[src/rtl/ctg_pkg.sv]
// Package: shared constants and register encodings of the timer group.
// Assumes a 32-bit data path with the count field one bit narrower.
package ctg_pkg;

    localparam int N_TMR     = 4;
    localparam int DATA_W    = 32;
    localparam int DIV_W     = 2;
    localparam int BASE_LOG2 = 3;
    localparam int DIV_LSB   = 8;
    localparam int ROLL_LSB  = 24;

    // Per-timer register slot selected by address bits 5:4
    typedef enum logic [1:0] {
        REG_COUNT = 2'd0,
        REG_BASE  = 2'd1,
        REG_VEC   = 2'd2,
        REG_DEST  = 2'd3
    } ctg_reg_e;

    // Writable bits of the control register
    localparam logic [DATA_W-1:0] CTRL_MASK = 32'h0700_0307;

endpackage

[src/rtl/ctg_prescaler.sv]
// Module: free-running clock prescaler.
// Emits a single-cycle tick every (2^BASE_LOG2 << div_sel) cycles.
// Assumes div_sel may change at any time; a count beyond the new
// limit ticks at once and restarts, so the counter never sticks.
module ctg_prescaler #(
    parameter int DIV_W     = 2,
    parameter int BASE_LOG2 = 3
) (
    input  logic             clk,
    input  logic             rst_n,
    input  logic [DIV_W-1:0] div_sel,
    output logic             tick
);
    localparam int CW = BASE_LOG2 + (1 << DIV_W) - 1;

    logic [CW-1:0] cnt_q;
    logic [CW:0]   limit;

    // Terminal count for the selected ratio
    always_comb begin
        limit = ((CW+1)'(1) << (BASE_LOG2 + int'(div_sel))) - (CW+1)'(1);
        tick  = ({1'b0, cnt_q} >= limit);
    end

    // Advance or restart the divider counter
    always_ff @(posedge clk) begin
        if (!rst_n)    cnt_q <= '0;
        else if (tick) cnt_q <= '0;
        else           cnt_q <= cnt_q + CW'(1);
    end
endmodule

[src/rtl/ctg_channel.sv]
// Module: one down-counting timer channel with its register storage.
// Counts on 'step' while 'run' is high; at zero it reloads from the base
// (or the full range when reload_max is set) and flips its toggle flag.
// Assumes run and step are produced by the group's chaining logic.
module ctg_channel #(
    parameter int DATA_W = 32,
    parameter int CNT_W  = 31
) (
    input  logic              clk,
    input  logic              rst_n,
    input  logic              step,
    input  logic              run,
    input  logic              reload_max,
    input  logic              wr_base,
    input  logic              wr_vec,
    input  logic              wr_dest,
    input  logic [DATA_W-1:0] wdata,
    output logic [CNT_W-1:0]  cnt,
    output logic              tog,
    output logic [CNT_W-1:0]  base,
    output logic              inh,
    output logic [DATA_W-1:0] vec,
    output logic [DATA_W-1:0] dest,
    output logic              zero
);
    logic [CNT_W-1:0] cnt_q, base_q;
    logic             tog_q, inh_q;
    logic [DATA_W-1:0] vec_q, dest_q;

    // Expiry event of this channel in the current cycle
    assign zero = step && run && (cnt_q == '0);

    // Count, toggle and base register update
    always_ff @(posedge clk) begin
        if (!rst_n) begin
            cnt_q  <= '0;
            tog_q  <= 1'b0;
            base_q <= '0;
            inh_q  <= 1'b1;
        end else begin
            if (wr_base) begin
                base_q <= wdata[CNT_W-1:0];
                inh_q  <= wdata[DATA_W-1];
                if (!run) cnt_q <= wdata[CNT_W-1:0];
            end
            if (run && step) begin
                if (cnt_q == '0) begin
                    cnt_q <= reload_max ? {CNT_W{1'b1}} : base_q;
                    tog_q <= ~tog_q;
                end else begin
                    cnt_q <= cnt_q - CNT_W'(1);
                end
            end
        end
    end

    // Vector and destination storage
    always_ff @(posedge clk) begin
        if (!rst_n) begin
            vec_q  <= '0;
            dest_q <= '0;
        end else begin
            if (wr_vec)  vec_q  <= wdata;
            if (wr_dest) dest_q <= wdata;
        end
    end

    assign cnt  = cnt_q;
    assign tog  = tog_q;
    assign base = base_q;
    assign inh  = inh_q;
    assign vec  = vec_q;
    assign dest = dest_q;
endmodule

[src/rtl/cascade_timer_group.sv]
// Module: four-timer group with shared prescaler, control register,
// register decode and pairwise chaining. Interrupt pulses are registered.
// Assumes single-cycle writes; reads are combinational on bus_addr.
module cascade_timer_group (
    input  logic        clk,
    input  logic        rst_n,
    input  logic        bus_wr,
    input  logic [8:0]  bus_addr,
    input  logic [31:0] bus_wdata,
    output logic [31:0] bus_rdata,
    output logic [3:0]  irq
);
    import ctg_pkg::*;

    localparam int N     = N_TMR;
    localparam int CNT_W = DATA_W - 1;

    logic [DATA_W-1:0] ctrl_q;
    logic [N-2:0]      casc, roll;
    logic [DIV_W-1:0]  div_sel;
    logic              tick;

    logic              sel_ctrl;
    logic [1:0]        sel_t;
    ctg_reg_e          sel_r;
    logic              unused_low;

    logic [N-1:0] run, step, zero, inh, tog, rmax, wr_base, wr_vec, wr_dest, irq_nx;
    logic [CNT_W-1:0]  cnt_a  [N];
    logic [CNT_W-1:0]  base_a [N];
    logic [DATA_W-1:0] vec_a  [N];
    logic [DATA_W-1:0] dest_a [N];
    logic [N-1:0]      irq_q;

    assign sel_ctrl   = bus_addr[8];
    assign sel_t      = bus_addr[7:6];
    assign sel_r      = ctg_reg_e'(bus_addr[5:4]);
    assign unused_low = ^bus_addr[3:0];

    assign casc    = ctrl_q[N-2:0];
    assign roll    = ctrl_q[ROLL_LSB +: N-1];
    assign div_sel = ctrl_q[DIV_LSB +: DIV_W];

    // Control register write with reserved bits forced to zero
    always_ff @(posedge clk) begin
        if (!rst_n)                  ctrl_q <= '0;
        else if (bus_wr && sel_ctrl) ctrl_q <= bus_wdata & CTRL_MASK;
    end

    ctg_prescaler #(.DIV_W(DIV_W), .BASE_LOG2(BASE_LOG2)) u_pre (
        .clk(clk), .rst_n(rst_n), .div_sel(div_sel), .tick(tick)
    );

    for (genvar i = 0; i < N; i++) begin : g_tmr
        // Register strobes for this channel
        assign wr_base[i] = bus_wr && !sel_ctrl && (sel_t == 2'(i)) && (sel_r == REG_BASE);
        assign wr_vec[i]  = bus_wr && !sel_ctrl && (sel_t == 2'(i)) && (sel_r == REG_VEC);
        assign wr_dest[i] = bus_wr && !sel_ctrl && (sel_t == 2'(i)) && (sel_r == REG_DEST);

        // Run enable: a chained lower channel follows its upper neighbour
        if (i == N-1) begin : g_top
            assign run[i]    = !inh[i];
            assign rmax[i]   = 1'b0;
            assign irq_nx[i] = zero[i];
        end else begin : g_low
            assign run[i]    = !inh[i] && (!casc[i] || run[i+1]);
            assign rmax[i]   = casc[i] && roll[i];
            assign irq_nx[i] = zero[i] && !casc[i];
        end

        // Count step: prescaler tick, or the lower neighbour's expiry
        if (i == 0) begin : g_first
            assign step[i] = tick;
        end else begin : g_next
            assign step[i] = casc[i-1] ? zero[i-1] : tick;
        end

        ctg_channel #(.DATA_W(DATA_W), .CNT_W(CNT_W)) u_ch (
            .clk(clk), .rst_n(rst_n),
            .step(step[i]), .run(run[i]), .reload_max(rmax[i]),
            .wr_base(wr_base[i]), .wr_vec(wr_vec[i]), .wr_dest(wr_dest[i]),
            .wdata(bus_wdata),
            .cnt(cnt_a[i]), .tog(tog[i]), .base(base_a[i]), .inh(inh[i]),
            .vec(vec_a[i]), .dest(dest_a[i]), .zero(zero[i])
        );
    end

    // Register the interrupt pulses
    always_ff @(posedge clk) begin
        if (!rst_n) irq_q <= '0;
        else        irq_q <= irq_nx;
    end
    assign irq = irq_q;

    // Read multiplexer
    always_comb begin
        bus_rdata = '0;
        if (sel_ctrl) begin
            bus_rdata = ctrl_q;
        end else begin
            unique case (sel_r)
                REG_COUNT: bus_rdata = {tog[sel_t], cnt_a[sel_t]};
                REG_BASE:  bus_rdata = {inh[sel_t], base_a[sel_t]};
                REG_VEC:   bus_rdata = vec_a[sel_t];
                REG_DEST:  bus_rdata = dest_a[sel_t];
                default:   bus_rdata = '0;
            endcase
        end
    end
endmodule

[config.mk]
export PLATFORM = sky130hd
export DESIGN_NAME = cascade_timer_group
export DESIGN_NICKNAME = d
export VERILOG_FILES = /design/src/rtl/ctg_pkg.sv /design/src/rtl/ctg_prescaler.sv /design/src/rtl/ctg_channel.sv /design/src/rtl/cascade_timer_group.sv
export SDC_FILE = /design/constraint.sdc
export NUM_CORES = 2
export LEC_CHECK = 0
export BUFFER_PORTS_ARGS = -buffer_cell sky130_fd_sc_hd__buf_2
export CAP_MARGIN = 10
export CORE_ASPECT_RATIO = 1.75
export CORE_MARGIN = 2
export CORE_UTILIZATION = 25
export CTS_CLUSTER_DIAMETER = 40
export DETAILED_ROUTE_END_ITERATION = 8
export PLACE_DENSITY = 0.43
export SLEW_MARGIN = 20
export SYNTH_ARGS = -nofsm -noshare
export SYNTH_HDL_FRONTEND = slang
export SYNTH_HIERARCHICAL = 1
export SYNTH_SLANG_ARGS = --single-unit
[constraint.sdc]
create_clock -name clk -period 6.4 [get_ports clk]
set_input_delay 1.28 -clock clk [delete_from_list [all_inputs] [get_ports clk]]
set_output_delay 1.28 -clock clk [all_outputs]
set_load 0.02 [all_outputs]
==> results.yml <==
finish:
  drive_gt1_share_pct: 16.0
  final_cell_area_um2: 33000
  layout_common_cells: "530 x dfxtp_1, 484 x mux2i_1, 388 x nor2b_1, 232 x nor2_1, 120 x nand2_1"
  synthToLayoutAreaGrowth_pct: 14.9
  layout_commonest_cell: "dfxtp_1"
  fin_nets: 2965
  layout.cells.non_filler: 4457
  fin_util_pct: 28.9
  fillCellCount: 12100
placement:
  post-place-ws_ps: 1020
  dpl_cell_area_um2: 30600
  place_inst: 4327
  dp_hpwl_um: 77200
  globalplace.congestion: 0.904
  io_buffers: 75
clock_tree:
  htreeDepth: 3
  ctsResizeCount: 0
  clock_latency_ps: 680
  cts_hold_buf: 0
  post_cts_buffers: 0
  clockBufferDepth: 3
  cts-buffers-inserted: 70
  cts_tree: "yes"
  clk_pin_slew_ps: 60
  cts.sinks: 530
  root_buffer: "clkbuf_16"
die:
  io_pins: 80
  row_count: 164
  fp.dieH_um: 453
  core-area_um2: 114000
  initial_core_util_pct: 25.2
  die_area_um2: 118000
  die_x_um: 260
routing:
  drt_first_iter_violations: 1433
  wl_per_cell_um: 25.6
  post-route-drc-count: 0
  dr.pass1.iters: 5
  num_vias: 22600
  routed_via_density: 5.07
  routed_wl_um: 114000
  antenna_left: 0
power:
  switching_power_mw: 2.57
  switching_share_pct: 29.4
  clock_power_share_pct: 48.2
  vdd_drop_max_mv: 0.145
  p_int_mw: 6.16
  powerDensity_nw_per_um2: 264
  comb_power_share_pct: 13.1
  p_leak_nw: 11.1
  seqPwrFrac_pct: 38.7
  power.total_mw: 8.72
timing:
  setup_viol: 0
  tightest_slew_ps: 1220
  layout_setup_ws_ps: 975
  tns_ps: 0
  worst_clock_skew_ps: 27.4
  hold_ws_ps: 478
  slew_violations: 0
  fmax_mhz: 184
  fin_crit_ps: 5420
  period_share_pct: 84.8
  rsz0062_at_grt: "no"
  finalHoldViolations: 0
  maxSlewHeadroom_pct: 18.3
logic_synthesis:
  synth_ff_type: "dfxtp_1"
  synth.distinct_cells: 56
  async_flop_share_pct: 0
  syn_area_per_cell_um2: 9.82
  synth_cells: 2925
  yosysSeqAreaShare_pct: 36.9
  synth_edf_count: 0
  synth_area_um2: 28700
  synth_warnings: 6
  synth_top_area_share_pct: 36.9
  yosys_register_bits: 530
  yosys.area.top_type: "dfxtp_1"
  synth.area.top_cells: "dfxtp_1 37%, mux2i_1 17%, nor2b_1 8.5%"
setup_path:
  r2r_start: "g_tmr[0].u_ch/cnt[4]"
  cp_max_fo: 25
  critPathSlowestCell: "or4_1"
  max_stage_delay_ps: 750
  required_ps: 6940
  critPathKind: "flop to flop"
  start_kind: "flop"
  crit_chain: "or4_1, or4b_4, or4_4, nor2_4, mux2_2, nand2_1, nor2_4, mux2_2, nand2_1, nor2_4, mux2_2, nand2_1, buf_4, or3_1, o221ai_2, a21oi_1"
  endpoint_kind: "flop"
  crit_path_start: "g_tmr[0].u_ch/cnt[4]"
  cp.arrival_ps: 5970
job:
  drv_cap: 0
hold_path:
  hp-start: "u_pre/cnt_q[0]"
  hp-class: "flop to flop"
global_route:
  grt_pass1_wl_um: 166000
  antenna_found_initial: 5
  grt_pass1_vias: 22900
  grt_max_degree: 118
  overflow: 0
  grt_usage_pct: 19.2
status:
  outcome: "finished, final reports clean"
## cells in the mapped netlist, types with 48 or more instances
master,count
mux2i_1,484
a21oi_1,97
mux4_2,104
nor2_1,240
clkbuf_1,128
buf_1,50
nor2b_1,392
nand2_1,120
o22ai_1,48
xnor2_1,49
dfxtp_1,530
nor3_1,64
## area by class of cell
cell class / count / area, µm² / area share [%]
multi-input cells: 2137 / 17000 / 51.6
repair buffers: 140 / 981 / 2.97
clock inverters: 45 / 552 / 1.67
flip-flops and latches: 530 / 10600 / 32.1
clock buffers: 82 / 1870 / 5.66
inverters: 26 / 97.6 / 0.295
diodes: 3 / 7.51 / 0.0227
well taps: 1494 / 1870 / 5.66
## per-layer routing
layer / vias to the layer above / routed length [µm] / global-route usage [%]
li1: 10600 / - / -
met1: 11200 / 42200 / 20.3
met2: 608 / 60500 / 35.7
met3: 251 / 4000 / 2.53
met4: 0 / 7190 / 11.5
met5: - / 0 / 0
## registers in the layout, summed over array words and instances (netlist names)
signal	cells
ctrl_q	8
g_tmr.u_ch/dest	128
g_tmr.u_ch/vec	128
g_tmr.u_ch/cnt	124
irq	4
u_pre/cnt_q	6
g_tmr.u_ch/tog	4
g_tmr.u_ch/inh	4
g_tmr.u_ch/base	124
## power groups by stage
stage               clock network [mW]  registers [mW]  logic, mW
global route                      4.43            3.38       1.22
finish                            4.20            3.38       1.14
CTS                               4.31            3.38       1.14
floorplan                            0            3.44      0.789
detailed placement                   0            3.45       1.13
global placement                     0            3.45       1.13
## cells by family after synthesis
kind of cell               count (synthesis)  share of synthesized area [%]
muxes                                    607                           25.8
xor gates and xnor gates                  88                           2.68
buffers and inverters                    260                           4.21
AOI/OAI and AO/OA                        420                           10.9
adders and majority gates                 16                          0.697
other                                      2                         0.0261
DFF                                      530                           36.9
and+or+nand+nor                         1002                           18.9
## path summary, 6_finish.rpt
| kind | end | slack, ps | depth (start not counted) |
|---|---|---|---|
| setup / recovery | g_tmr[3].u_ch/cnt[27] | 980 | 16 |
| hold / removal | u_pre/cnt_q[0] | 480 | 1 |
| setup reg to reg | g_tmr[3].u_ch/cnt[27] | 980 | 16 |
| hold reg to reg | u_pre/cnt_q[0] | 480 | 1 |
## critical path: cells and delay by family (launching register included)
family | cells | cell delay (ps)
compound gates | 2 | 380
simple gates | 10 | 3660
buf+inv | 1 | 190
mux | 3 | 650
flops | 1 | 370
No activity file was read; power rests on OpenSTA's default activity.
